### config.mk
export PLATFORM = sky130hd
export DESIGN_NAME = tdc_code_unfold
export DESIGN_NICKNAME = d
export VERILOG_FILES = /design/src/rtl/tdc_unfold_pkg.sv /design/src/rtl/tdc_popcount_pipe.sv /design/src/rtl/tdc_offset_track.sv /design/src/rtl/tdc_unfold.sv /design/src/rtl/tdc_code_unfold.sv
export SDC_FILE = /design/constraint.sdc
export NUM_CORES = 1
export LEC_CHECK = 0
export BUFFER_PORTS_ARGS = -buffer_cell sky130_fd_sc_hd__buf_4
export CAP_MARGIN = 5
export CORE_ASPECT_RATIO = 0.75
export CORE_UTILIZATION = 40
export DETAILED_ROUTE_END_ITERATION = 8
export PLACE_DENSITY_LB_ADDON = 0.08
export SLEW_MARGIN = 25
export SYNTH_ARGS = -nofsm -noshare
export SYNTH_HDL_FRONTEND = slang
export SYNTH_SLANG_ARGS = --single-unit
### constraint.sdc
create_clock -name clk -period 4.45 [get_ports clk]
set_input_delay 0 -clock clk [delete_from_list [all_inputs] [get_ports clk]]
set_output_delay 0 -clock clk [all_outputs]
set_load 0.05 [all_outputs]
### src/rtl/tdc_unfold_pkg.sv
package tdc_unfold_pkg;

    // Sideband carried alongside each conversion through the count pipeline
    typedef struct packed {
        logic vld;
        logic neg;
    } tdc_side_t;

    localparam int DEF_SAMPLE_BITS = 255;
    localparam int DEF_OUT_W       = 8;
    localparam int DEF_WIN_LEN     = 1024;

endpackage

### src/rtl/tdc_popcount_pipe.sv
module tdc_popcount_pipe
    import tdc_unfold_pkg::*;
#(
    parameter int SAMPLE_BITS = DEF_SAMPLE_BITS,
    parameter int CNT_W       = $clog2(SAMPLE_BITS + 1)
) (
    input  logic                   clk,
    input  logic                   rst_n,
    input  logic                   in_valid,
    input  logic                   in_neg,
    input  logic [SAMPLE_BITS-1:0] in_sample,
    output logic                   cnt_valid,
    output logic                   cnt_neg,
    output logic [CNT_W-1:0]       cnt
);

    localparam int NGRP  = 16;
    localparam int NQUAD = 4;
    localparam int GPQ   = NGRP / NQUAD;
    localparam int GRP_W = (SAMPLE_BITS + NGRP - 1) / NGRP;
    localparam int PAD_W = NGRP * GRP_W;

    typedef struct packed {
        logic      [NGRP-1:0][CNT_W-1:0]  grp;
        logic      [NQUAD-1:0][CNT_W-1:0] quad;
        logic      [CNT_W-1:0]            total;
        tdc_side_t [2:0]                  side;
    } pipe_t;

    pipe_t pipe_d, pipe_q;

    logic [PAD_W-1:0] pad;
    logic [CNT_W-1:0] grp_cnt [NGRP];

    assign pad = PAD_W'(in_sample);

    // Stage 1 leaf counters, one per group of the padded vector
    for (genvar g = 0; g < NGRP; g++) begin : g_leaf
        always_comb begin
            grp_cnt[g] = '0;
            for (int b = 0; b < GRP_W; b++) begin
                grp_cnt[g] = grp_cnt[g] + CNT_W'(pad[g*GRP_W + b]);
            end
        end
    end

    always_comb begin
        pipe_d = pipe_q;
        for (int g = 0; g < NGRP; g++) begin
            pipe_d.grp[g] = grp_cnt[g];
        end
        for (int q = 0; q < NQUAD; q++) begin
            pipe_d.quad[q] = '0;
            for (int k = 0; k < GPQ; k++) begin
                pipe_d.quad[q] = pipe_d.quad[q] + pipe_q.grp[q*GPQ + k];
            end
        end
        pipe_d.total = '0;
        for (int q = 0; q < NQUAD; q++) begin
            pipe_d.total = pipe_d.total + pipe_q.quad[q];
        end
        pipe_d.side[0] = '{vld: in_valid, neg: in_neg};
        pipe_d.side[1] = pipe_q.side[0];
        pipe_d.side[2] = pipe_q.side[1];
    end

    always_ff @(posedge clk or negedge rst_n) begin
        if (!rst_n) pipe_q <= '0;
        else        pipe_q <= pipe_d;
    end

    assign cnt_valid = pipe_q.side[2].vld;
    assign cnt_neg   = pipe_q.side[2].neg;
    assign cnt       = pipe_q.total;

    // a count can never exceed the number of sampled edges
    p_count_bound_r1: assert property (@(posedge clk) disable iff (!rst_n)
        cnt_valid |-> (32'(cnt) <= 32'(SAMPLE_BITS)));

endmodule

### src/rtl/tdc_offset_track.sv
module tdc_offset_track
    import tdc_unfold_pkg::*;
#(
    parameter int CNT_W   = 8,
    parameter int WIN_LEN = DEF_WIN_LEN
) (
    input  logic             clk,
    input  logic             rst_n,
    input  logic             cnt_valid,
    input  logic [CNT_W-1:0] cnt,
    input  logic             adapt_en,
    input  logic             load,
    input  logic [CNT_W-1:0] load_val,
    output logic [CNT_W-1:0] offset
);

    localparam int WC_W = $clog2(WIN_LEN) + 1;
    localparam logic [WC_W-1:0] WC_LAST = WC_W'(WIN_LEN - 1);

    typedef struct packed {
        logic [CNT_W-1:0] offset;
        logic [CNT_W-1:0] run_min;
        logic [WC_W-1:0]  wcnt;
    } trk_t;

    trk_t trk_d, trk_q;
    logic [CNT_W-1:0] cand;
    logic             win_end;

    always_comb begin
        trk_d   = trk_q;
        cand    = (cnt < trk_q.run_min) ? cnt : trk_q.run_min;
        win_end = cnt_valid && adapt_en && (trk_q.wcnt == WC_LAST);
        if (cnt_valid && adapt_en) begin
            if (win_end) begin
                trk_d.offset  = cand;
                trk_d.run_min = '1;
                trk_d.wcnt    = '0;
            end else begin
                trk_d.run_min = cand;
                trk_d.wcnt    = trk_q.wcnt + 1'b1;
            end
        end
        if (load) begin
            trk_d.offset = load_val;
        end
    end

    always_ff @(posedge clk or negedge rst_n) begin
        if (!rst_n) begin
            trk_q.offset  <= '0;
            trk_q.run_min <= '1;
            trk_q.wcnt    <= '0;
        end else begin
            trk_q <= trk_d;
        end
    end

    assign offset = trk_q.offset;

    p_freeze_r9: assert property (@(posedge clk) disable iff (!rst_n)
        (!adapt_en && !load) |=> $stable(offset));

    p_load_r10: assert property (@(posedge clk) disable iff (!rst_n)
        load |=> (offset == $past(load_val)));

    p_window_min_r8: assert property (@(posedge clk) disable iff (!rst_n)
        (cnt_valid && adapt_en && !load && (trk_q.wcnt == WC_LAST)) |=> (offset <= $past(cnt)));

endmodule

### src/rtl/tdc_unfold.sv
module tdc_unfold #(
    parameter int CNT_W = 8,
    parameter int OUT_W = 8
) (
    input  logic             clk,
    input  logic             rst_n,
    input  logic             cnt_valid,
    input  logic             cnt_neg,
    input  logic [CNT_W-1:0] cnt,
    input  logic [CNT_W-1:0] offset,
    output logic             out_valid,
    output logic [OUT_W-1:0] out_code
);

    localparam int EXT_W = ((CNT_W > OUT_W) ? CNT_W : OUT_W) + 1;
    localparam logic [EXT_W-1:0] LIM_POS = EXT_W'((1 << (OUT_W - 1)) - 1);
    localparam logic [EXT_W-1:0] LIM_NEG = LIM_POS + 1'b1;

    typedef struct packed {
        logic             vld;
        logic [OUT_W-1:0] code;
    } res_t;

    res_t res_d, res_q;
    logic [EXT_W-1:0] mag;

    always_comb begin
        res_d     = res_q;
        res_d.vld = cnt_valid;
        mag = (cnt >= offset) ? EXT_W'(cnt - offset) : '0;
        if (cnt_valid) begin
            if (!cnt_neg) begin
                res_d.code = (mag > LIM_POS) ? OUT_W'(LIM_POS) : OUT_W'(mag);
            end else begin
                res_d.code = (mag > LIM_NEG) ? OUT_W'(LIM_NEG) : OUT_W'(EXT_W'(0) - mag);
            end
        end
    end

    always_ff @(posedge clk or negedge rst_n) begin
        if (!rst_n) res_q <= '0;
        else        res_q <= res_d;
    end

    assign out_valid = res_q.vld;
    assign out_code  = res_q.code;

    p_clamp_r4: assert property (@(posedge clk) disable iff (!rst_n)
        (cnt_valid && (cnt < offset)) |=> (out_code == '0));

    p_nonneg_r5: assert property (@(posedge clk) disable iff (!rst_n)
        (cnt_valid && !cnt_neg) |=> !out_code[OUT_W-1]);

    p_hold_r11: assert property (@(posedge clk) disable iff (!rst_n)
        !cnt_valid |=> $stable(out_code));

endmodule

### src/rtl/tdc_code_unfold.sv
module tdc_code_unfold
    import tdc_unfold_pkg::*;
#(
    parameter int SAMPLE_BITS = DEF_SAMPLE_BITS,
    parameter int OUT_W       = DEF_OUT_W,
    parameter int WIN_LEN     = DEF_WIN_LEN,
    localparam int CNT_W      = $clog2(SAMPLE_BITS + 1)
) (
    input  logic                    clk,
    input  logic                    rst_n,
    input  logic                    in_valid,
    input  logic                    in_neg,
    input  logic [SAMPLE_BITS-1:0]  in_sample,
    input  logic                    adapt_en,
    input  logic                    off_load,
    input  logic [CNT_W-1:0]        off_load_val,
    output logic                    out_valid,
    output logic signed [OUT_W-1:0] out_code
);

    localparam int LAT = 4;

    logic             cnt_valid;
    logic             cnt_neg;
    logic [CNT_W-1:0] cnt;
    logic [CNT_W-1:0] offset;
    logic [OUT_W-1:0] code_raw;

    tdc_popcount_pipe #(
        .SAMPLE_BITS (SAMPLE_BITS),
        .CNT_W       (CNT_W)
    ) u_count (
        .clk       (clk),
        .rst_n     (rst_n),
        .in_valid  (in_valid),
        .in_neg    (in_neg),
        .in_sample (in_sample),
        .cnt_valid (cnt_valid),
        .cnt_neg   (cnt_neg),
        .cnt       (cnt)
    );

    tdc_offset_track #(
        .CNT_W   (CNT_W),
        .WIN_LEN (WIN_LEN)
    ) u_track (
        .clk       (clk),
        .rst_n     (rst_n),
        .cnt_valid (cnt_valid),
        .cnt       (cnt),
        .adapt_en  (adapt_en),
        .load      (off_load),
        .load_val  (off_load_val),
        .offset    (offset)
    );

    tdc_unfold #(
        .CNT_W (CNT_W),
        .OUT_W (OUT_W)
    ) u_unfold (
        .clk       (clk),
        .rst_n     (rst_n),
        .cnt_valid (cnt_valid),
        .cnt_neg   (cnt_neg),
        .cnt       (cnt),
        .offset    (offset),
        .out_valid (out_valid),
        .out_code  (code_raw)
    );

    assign out_code = code_raw;

    // Cycles since reset, saturating, used only to arm the latency check
    logic [2:0] warm_d, warm_q;
    always_comb warm_d = (warm_q == 3'(LAT)) ? warm_q : warm_q + 1'b1;
    always_ff @(posedge clk or negedge rst_n) begin
        if (!rst_n) warm_q <= '0;
        else        warm_q <= warm_d;
    end

    p_latency_r2: assert property (@(posedge clk) disable iff (!rst_n || warm_q != 3'(LAT))
        out_valid == $past(in_valid, 4));

endmodule

==> results of run 1 <==
==> power by group <==
group	leakage [nW]	switching, mW	internal, mW
Sequential	1.91	0.399	2.23
Clock	0.272	0.593	0.807
Combinational	7.36	4.71	4.33
==> worst max-delay path by stage <==
stage / start / to / slack, ns / cells after the start
after floorplan: u_count.cnt[2] / u_unfold.out_code[5] / 1.07 / 15
after global placement: u_count.cnt[4] / u_unfold.out_code[1] / 0.80 / 13
after detailed placement: u_count.cnt[4] / u_unfold.out_code[5] / 0.68 / 13
after CTS: u_count.cnt[4] / u_unfold.out_code[5] / 0.66 / 13
after global routing: u_track.offset[4] / u_unfold.out_code[1] / 0.32 / 14
final: u_count.cnt[4] / u_unfold.out_code[5] / 0.63 / 13
==> cell usage in the layout, fill, tap and decap left out, types with 14 or more instances in the layout <==
cell,count
buf_4,280
nand2_1,27
nor2_1,26
nor2b_1,23
a21oi_1,45
inv_1,412
fa_1,214
nand3_1,14
a21o_1,39
dlygate4sd3_1,47
ha_1,130
xnor2_1,50
dfrtp_1,150
clkbuf_16,17
==> routing by layer <==
metal / global-route usage / up-vias / wire length [µm]
li1: - / 4491 / -
met5: 0 / - / 0
met4: 0.0323 / 0 / 197
met3: 0.0304 / 19 / 955
met2: 0.247 / 139 / 12100
met1: 0.233 / 4408 / 12900
==> cell type report <==
class	count	share of cell area
Timing Repair Buffer	328	0.147
Inverter	413	0.0885
Multi-Input combinational cell	694	0.473
Clock inverter	10	0.00585
Clock buffer	22	0.0265
Sequential cell	158	0.226
Tap cell	450	0.0321
==> critical path, stage by stage, from the launching register on <==
cell and delay [ns]:
dfrtp_1 0.42, ha_1 0.39, a21oi_1 0.40, a311oi_2 0.20, or2b_2 0.39, nand2_1 0.16, inv_1 0.06, ha_1 0.18
or4_1 0.52, a221oi_1 0.24, o2111ai_1 0.19, o22ai_2 0.25, o22ai_1 0.12, a211oi_2 0.23
==> through the flow <==
stage	power, mW	area [µm²]	utilization
2_1_floorplan	9.47	13900	-
3_3_place_gp	11.6	16500	0.488
3_5_place_dp	11.7	16500	0.488
4_1_cts	13.4	17500	0.518
5_1_grt	14.8	17500	0.518
6_report	13.1	17500	0.518
==> repair_timing <==
item                       in CTS  in global routing
hold endpoints to repair       95                  0
hold buffers                   47                  0
gates resized for setup         0                  0
setup endpoints to repair       0                  0
==> state kept, by name, summed over array words and instances (netlist names) <==
| name | cells |
|---|---|
| u_count.pipe_d | 4 |
| u_count.cnt_neg | 1 |
| u_count.cnt_valid | 1 |
| u_track.trk_q | 19 |
| u_count.cnt | 8 |
| u_track.offset | 8 |
| u_count.pipe_q | 108 |
| u_unfold.out_valid | 1 |
| u_unfold.out_code | 8 |
==> kinds of logic (layout without fill, tap and decap cells) <==
logic type                 after synthesis  after routing  synth area share
buffers and inverters                  424            773             0.117
adders and majority gates              344            344             0.426
muxes                                   10             10           0.00730
DFF                                    158            158             0.286
AOI/OAI and AO/OA                      157            157            0.0791
xor gates and xnor gates                64             64            0.0415
and+or+nand+nor                        119            119            0.0442
==> flow_metrics.tcl, run 1 <==
set metrics [dict create \
    hold_class "primary input to flop" \
    reg2reg_slack_ns 0.63 \
    power.density_nw_per_um2 746 \
    cts_tree "yes" \
    num_vias 9057 \
    die_area_um2 35500 \
    grtUsageTotal 0.159 \
    drcViolationCount 0 \
    routed_via_density 4.36 \
    drt_iter0_markers 373 \
    yosysMostFrequentCell "inv_1" \
    routed_wirelength_um 26100 \
    cts_sinks 158 \
    rsz0062_at_grt "false" \
    first_pass_iters 5 \
    design.core.area_um2 33800 \
    slew_headroom 0.350 \
    synth_commonest_cells "412 x inv_1, 214 x fa_1, 150 x dfrtp_1, 130 x ha_1, 50 x xnor2_1" \
    grt_pass1_vias 9666 \
    num_io_pins 278 \
    grt_overflow 0 \
    synthDistinctLibCells 62 \
    synth_nets 1889 \
    max_cap_violations 0 \
    hold_depth 4 \
    cts_made_buffers 17 \
    clock-skew-final_ns 0.0129 \
    multiInputGateArea_um2 8300 \
    syn_area_um2 13900 \
    synth_edf_count 0 \
    setup_viol 0 \
    cts_setup_buffers 0 \
    synthCells 1276 \
    synthTopCellsByArea "fa_1 31%, dfrtp_1 27%, ha_1 12%" \
    die_x_um 217 \
    p_leak_nw 9.54 \
    avgSynthCellArea_um2 10.9 \
    start_kind "flop" \
    routedWlPerCell_um 12.6 \
    io_buffers 277 \
    grt_max_degree 80 \
    ys_seq_area_frac 0.286 \
    seq_area_um2 3960 \
    start_util 0.410 \
    timing.rr.start "u_count.cnt[4]" \
    finalHoldViolCount 0 \
    stdcell_count 2075 \
    antenna_cells 0 \
    tns_ns 0 \
    place_congestion 0.853 \
    crit_fanout 7 \
    synth_top_flop_cell "dfrtp_1" \
    synth-seq-cells 158 \
    finalCriticalPeriod_ns 3.82 \
    cts.clk_slew.worst_paths_ns 0.06 \
    max_slew.worst_pin.slew_ns 0.972 \
    fill_cells 3164 \
    path_class "flop to flop" \
    rr_endpoint "u_unfold.out_code[5]" \
    yosysTopAreaCellShare 0.309 \
    status "completed" \
    vdd_drop_max_mv 0.453 \
    clock_latency_ns 0.43 \
    hp-start "in_sample[147]" \
    async_flop_share 1.00 \
    r2r_cells 13 \
    max_clock_freq_mhz 262 \
    cts_max_level 4 \
    clk_path_buf_depth 2 \
    placed_cells 1996 \
    ant_nets 0 \
    post_route_cells_drive_above_1_share 0.208 \
    fin_crit_sh 0.857 \
    hpwl_um 22600 \
    whs_ns 0.0152 \
    grt_pass1_wl_um 45500 \
    fin_nets 2225 \
    slew_viol_final 0 \
    worstPathArrival_ns 4.16 \
    setup_slack_ns 0.634 \
    fp.dieH_um 163 \
    ys_warn_count 0 \
    areaGrowthSynthToFinish_pct 26.3 \
    cp_data_required_time_ns 4.79 \
    cts_root_buf "clkbuf_16" \
    holdPathEnd "u_count.pipe_q[118]" \
    worst_setup_path_end_kind "flop" \
    yosysTopAreaCell "fa_1" \
    antenna_found_initial 0 \
    dp_slack_ns 0.680 \
    num_rows 58 \
]
(Power assumes the default switching activity.)
==> inputs of run 2 (changes only) <==
--- a/config.mk
+++ b/config.mk
@@ -7,11 +7,11 @@
 export LEC_CHECK = 0
 export BUFFER_PORTS_ARGS = -buffer_cell sky130_fd_sc_hd__buf_4
 export CAP_MARGIN = 5
-export CORE_ASPECT_RATIO = 0.75
 export CORE_UTILIZATION = 40
 export DETAILED_ROUTE_END_ITERATION = 8
 export PLACE_DENSITY_LB_ADDON = 0.08
 export SLEW_MARGIN = 25
 export SYNTH_ARGS = -nofsm -noshare
 export SYNTH_HDL_FRONTEND = slang
+export SYNTH_HIERARCHICAL = 1
 export SYNTH_SLANG_ARGS = --single-unit
==> run 2 against run 1 <==
Critical path depth unchanged. Hold slack better by 0.095 ns. First-iteration DRC count decreased by 39%. Non-clock buffer count decreased by 13. Fmax grew 2.7%. Power up 1.9%. Routed wire length decreased by 1.6%. Combinational power rose by 3.5%. Worst setup slack improved by 0.10 ns. Clock skew is 0.0022 ns higher.
==> flow_metrics.tcl, run 2 <==
set metrics [dict create \
    grt_pass1_wl_um 45100 \
    post_dp_cell_area_um2 16800 \
    synth_nets 1983 \
    routed_via_density 4.38 \
    yosysTopAreaCellShare 0.300 \
    setup_viol 0 \
    finalCriticalPeriod_ns 3.71 \
    groute.layer.met1.usage 0.189 \
    drt_iter0_markers 226 \
    grt_pass1_vias 10300 \
    place_congestion 0.847 \
    stdcell_area_um2 17700 \
    yosysMostFrequentCell "inv_1" \
    worst_setup_path_end_kind "flop" \
    areaGrowthSynthToFinish_pct 24.1 \
    cts_root_buf "clkbuf_16" \
    power.density_nw_per_um2 751 \
    top_register "u_count/pipe_q" \
    io_buffers 277 \
    ys_seq_area_frac 0.276 \
    routedWlPerCell_um 11.9 \
    hpwl_um 22000 \
    clock-skew-final_ns 0.0151 \
    fin_crit_sh 0.835 \
    synth-seq-cells 157 \
    vdd_drop_max_mv 0.412 \
    grt.met2_usage 0.275 \
    num_io_pins 278 \
    synth_top_flop_cell "dfrtp_1" \
    cts_setup_buffers 0 \
    clock_latency_ns 0.42 \
    slew_viol_final 0 \
    cts_made_buffers 17 \
    max_clock_freq_mhz 269 \
    ys_warn_count 6 \
    synthDistinctLibCells 67 \
    rsz0062_at_grt "false" \
    synth_commonest_cells "496 x inv_1, 214 x fa_1, 149 x dfrtp_1, 126 x ha_1, 45 x xnor2_1" \
    cts_hold_buffers 36 \
    post_route_cells_drive_above_1_share 0.200 \
    num_rows 68 \
    dp_slack_ns 0.843 \
    first_pass_iters 4 \
    synth_edf_count 0 \
    slew_headroom 0.532 \
    cts_tree "yes" \
    clk_path_buf_depth 2 \
    start_util 0.410 \
    largest_register_ffs 107 \
    synthCells 1374 \
    setup_slack_ns 0.736 \
    die_x_um 191 \
    hold_class "primary input to flop" \
    cts_max_level 4 \
    cts_sinks 157 \
    reg_top3 "u_count/pipe_q: 107 flops, u_track/trk_q: 19 flops" \
    fp.dieH_um 191 \
    async_flop_share 1.00 \
    tns_ns 0 \
    max_slew.worst_pin.slew_ns 0.700 \
    routed_wirelength_um 25700 \
    status "completed" \
    synthTopCellsByArea "fa_1 30%, dfrtp_1 26%, inv_1 13%" \
    drcViolationCount 0 \
    post_cts_resized 0 \
    finalHoldViolCount 0 \
    yosysTopAreaCell "fa_1" \
    busiest_layer "met2" \
    grt_max_degree 72 \
    grtUsageMet3 0.0226 \
    path_class "flop to flop" \
    grtUsageTotal 0.153 \
    stdcell_count 2153 \
    antenna_cells 0 \
    avgSynthCellArea_um2 10.4 \
    final_cell_mix "496 x inv_1, 278 x buf_4, 214 x fa_1" \
    antenna_found_initial 0 \
    num_vias 9431 \
    whs_ns 0.110 \
    grt_overflow 0 \
    worstPathArrival_ns 4.07 \
    crit_fanout 8 \
    max_cap_violations 0 \
    p_leak_nw 9.78 \
    post-route-util 0.508 \
    design.core.area_um2 34900 \
    layout_commonest_cell "inv_1" \
    cts.clk_slew.worst_paths_ns 0.07 \
    die_area_um2 36500 \
    start_kind "flop" \
    syn_area_um2 14300 \
    fin_nets 2294 \
    finalPower_mw 13.3 \
    ant_nets 0 \
    cp_data_required_time_ns 4.81 \
    placed_cells 2085 \
]
==> run 2: layout make-up <==
| type | count | area [µm²] |
|---|---|---|
| multi-input combinational | 698 | 8330 |
| clock inverter | 14 | 134 |
| fill | 3308 | 17200 |
| clock buffer | 18 | 439 |
| tap | 455 | 569 |
| timing repair buffer | 315 | 2460 |
| sequential | 157 | 3940 |
| inverter | 496 | 1860 |
==> run 2: per-layer routing <==
| layer | routed length (µm) | part of all wire | up-vias |
|---|---|---|---|
| met4 | 357 | 0.014 | 0 |
| met5 | 0 | 0 | - |
| met1 | 11200 | 0.44 | 4535 |
| li1 | - | - | 4685 |
| met3 | 882 | 0.034 | 25 |
| met2 | 13200 | 0.51 | 186 |
==> run 2: cell families (layout without fill, tap and decap cells) <==
kind of cell / after synthesis / after routing / share of synthesized area
AO/OA/AOI/OAI: 176 / 176 / 0.0877
XOR/XNOR: 53 / 53 / 0.0325
adder cells (fa/ha/maj): 340 / 340 / 0.410
buffers and inverters: 519 / 843 / 0.142
flip-flops: 157 / 157 / 0.276
multiplexers: 9 / 9 / 0.00630
AND/OR/NAND/NOR: 120 / 120 / 0.0463
==> run 2: path summary, 6_finish.rpt <==
path                            slack [ns]              start  cells after the start              endpoint
worst max-delay path                  0.74     u_count/cnt[4]                     13  u_unfold/out_code[3]
min in group asynchronous             0.16              rst_n                      2   u_count/pipe_q[142]
worst min-delay path                  0.11     in_sample[242]                      4   u_count/pipe_q[169]
worst min register to register        0.35  u_count/pipe_d[3]                      0     u_count/pipe_d[5]
max in group asynchronous             3.19              rst_n                      3        u_count/cnt[4]
worst max register to register        0.74     u_count/cnt[4]                     13  u_unfold/out_code[3]
==> run 2: where the power goes <==
part | internal (mW) | switching, mW | total, mW | leakage (nW)
registers | 2.23 | 0.320 | 2.55 | 1.90
logic | 4.35 | 5.01 | 9.36 | 7.61
clock network | 0.796 | 0.622 | 1.42 | 0.272
==> run 2: worst max-delay path: stages (launching register included) <==
cell and delay (ns):
dfrtp_1 0.42, ha_1 0.37, and2_1 0.21, a221oi_2 0.49
a21oi_2 0.21, or2_2 0.36, and2_1 0.18, inv_1 0.06
ha_1 0.20, inv_1 0.05, o32a_1 0.41, o32ai_4 0.35
and3_1 0.21, o22a_1 0.13
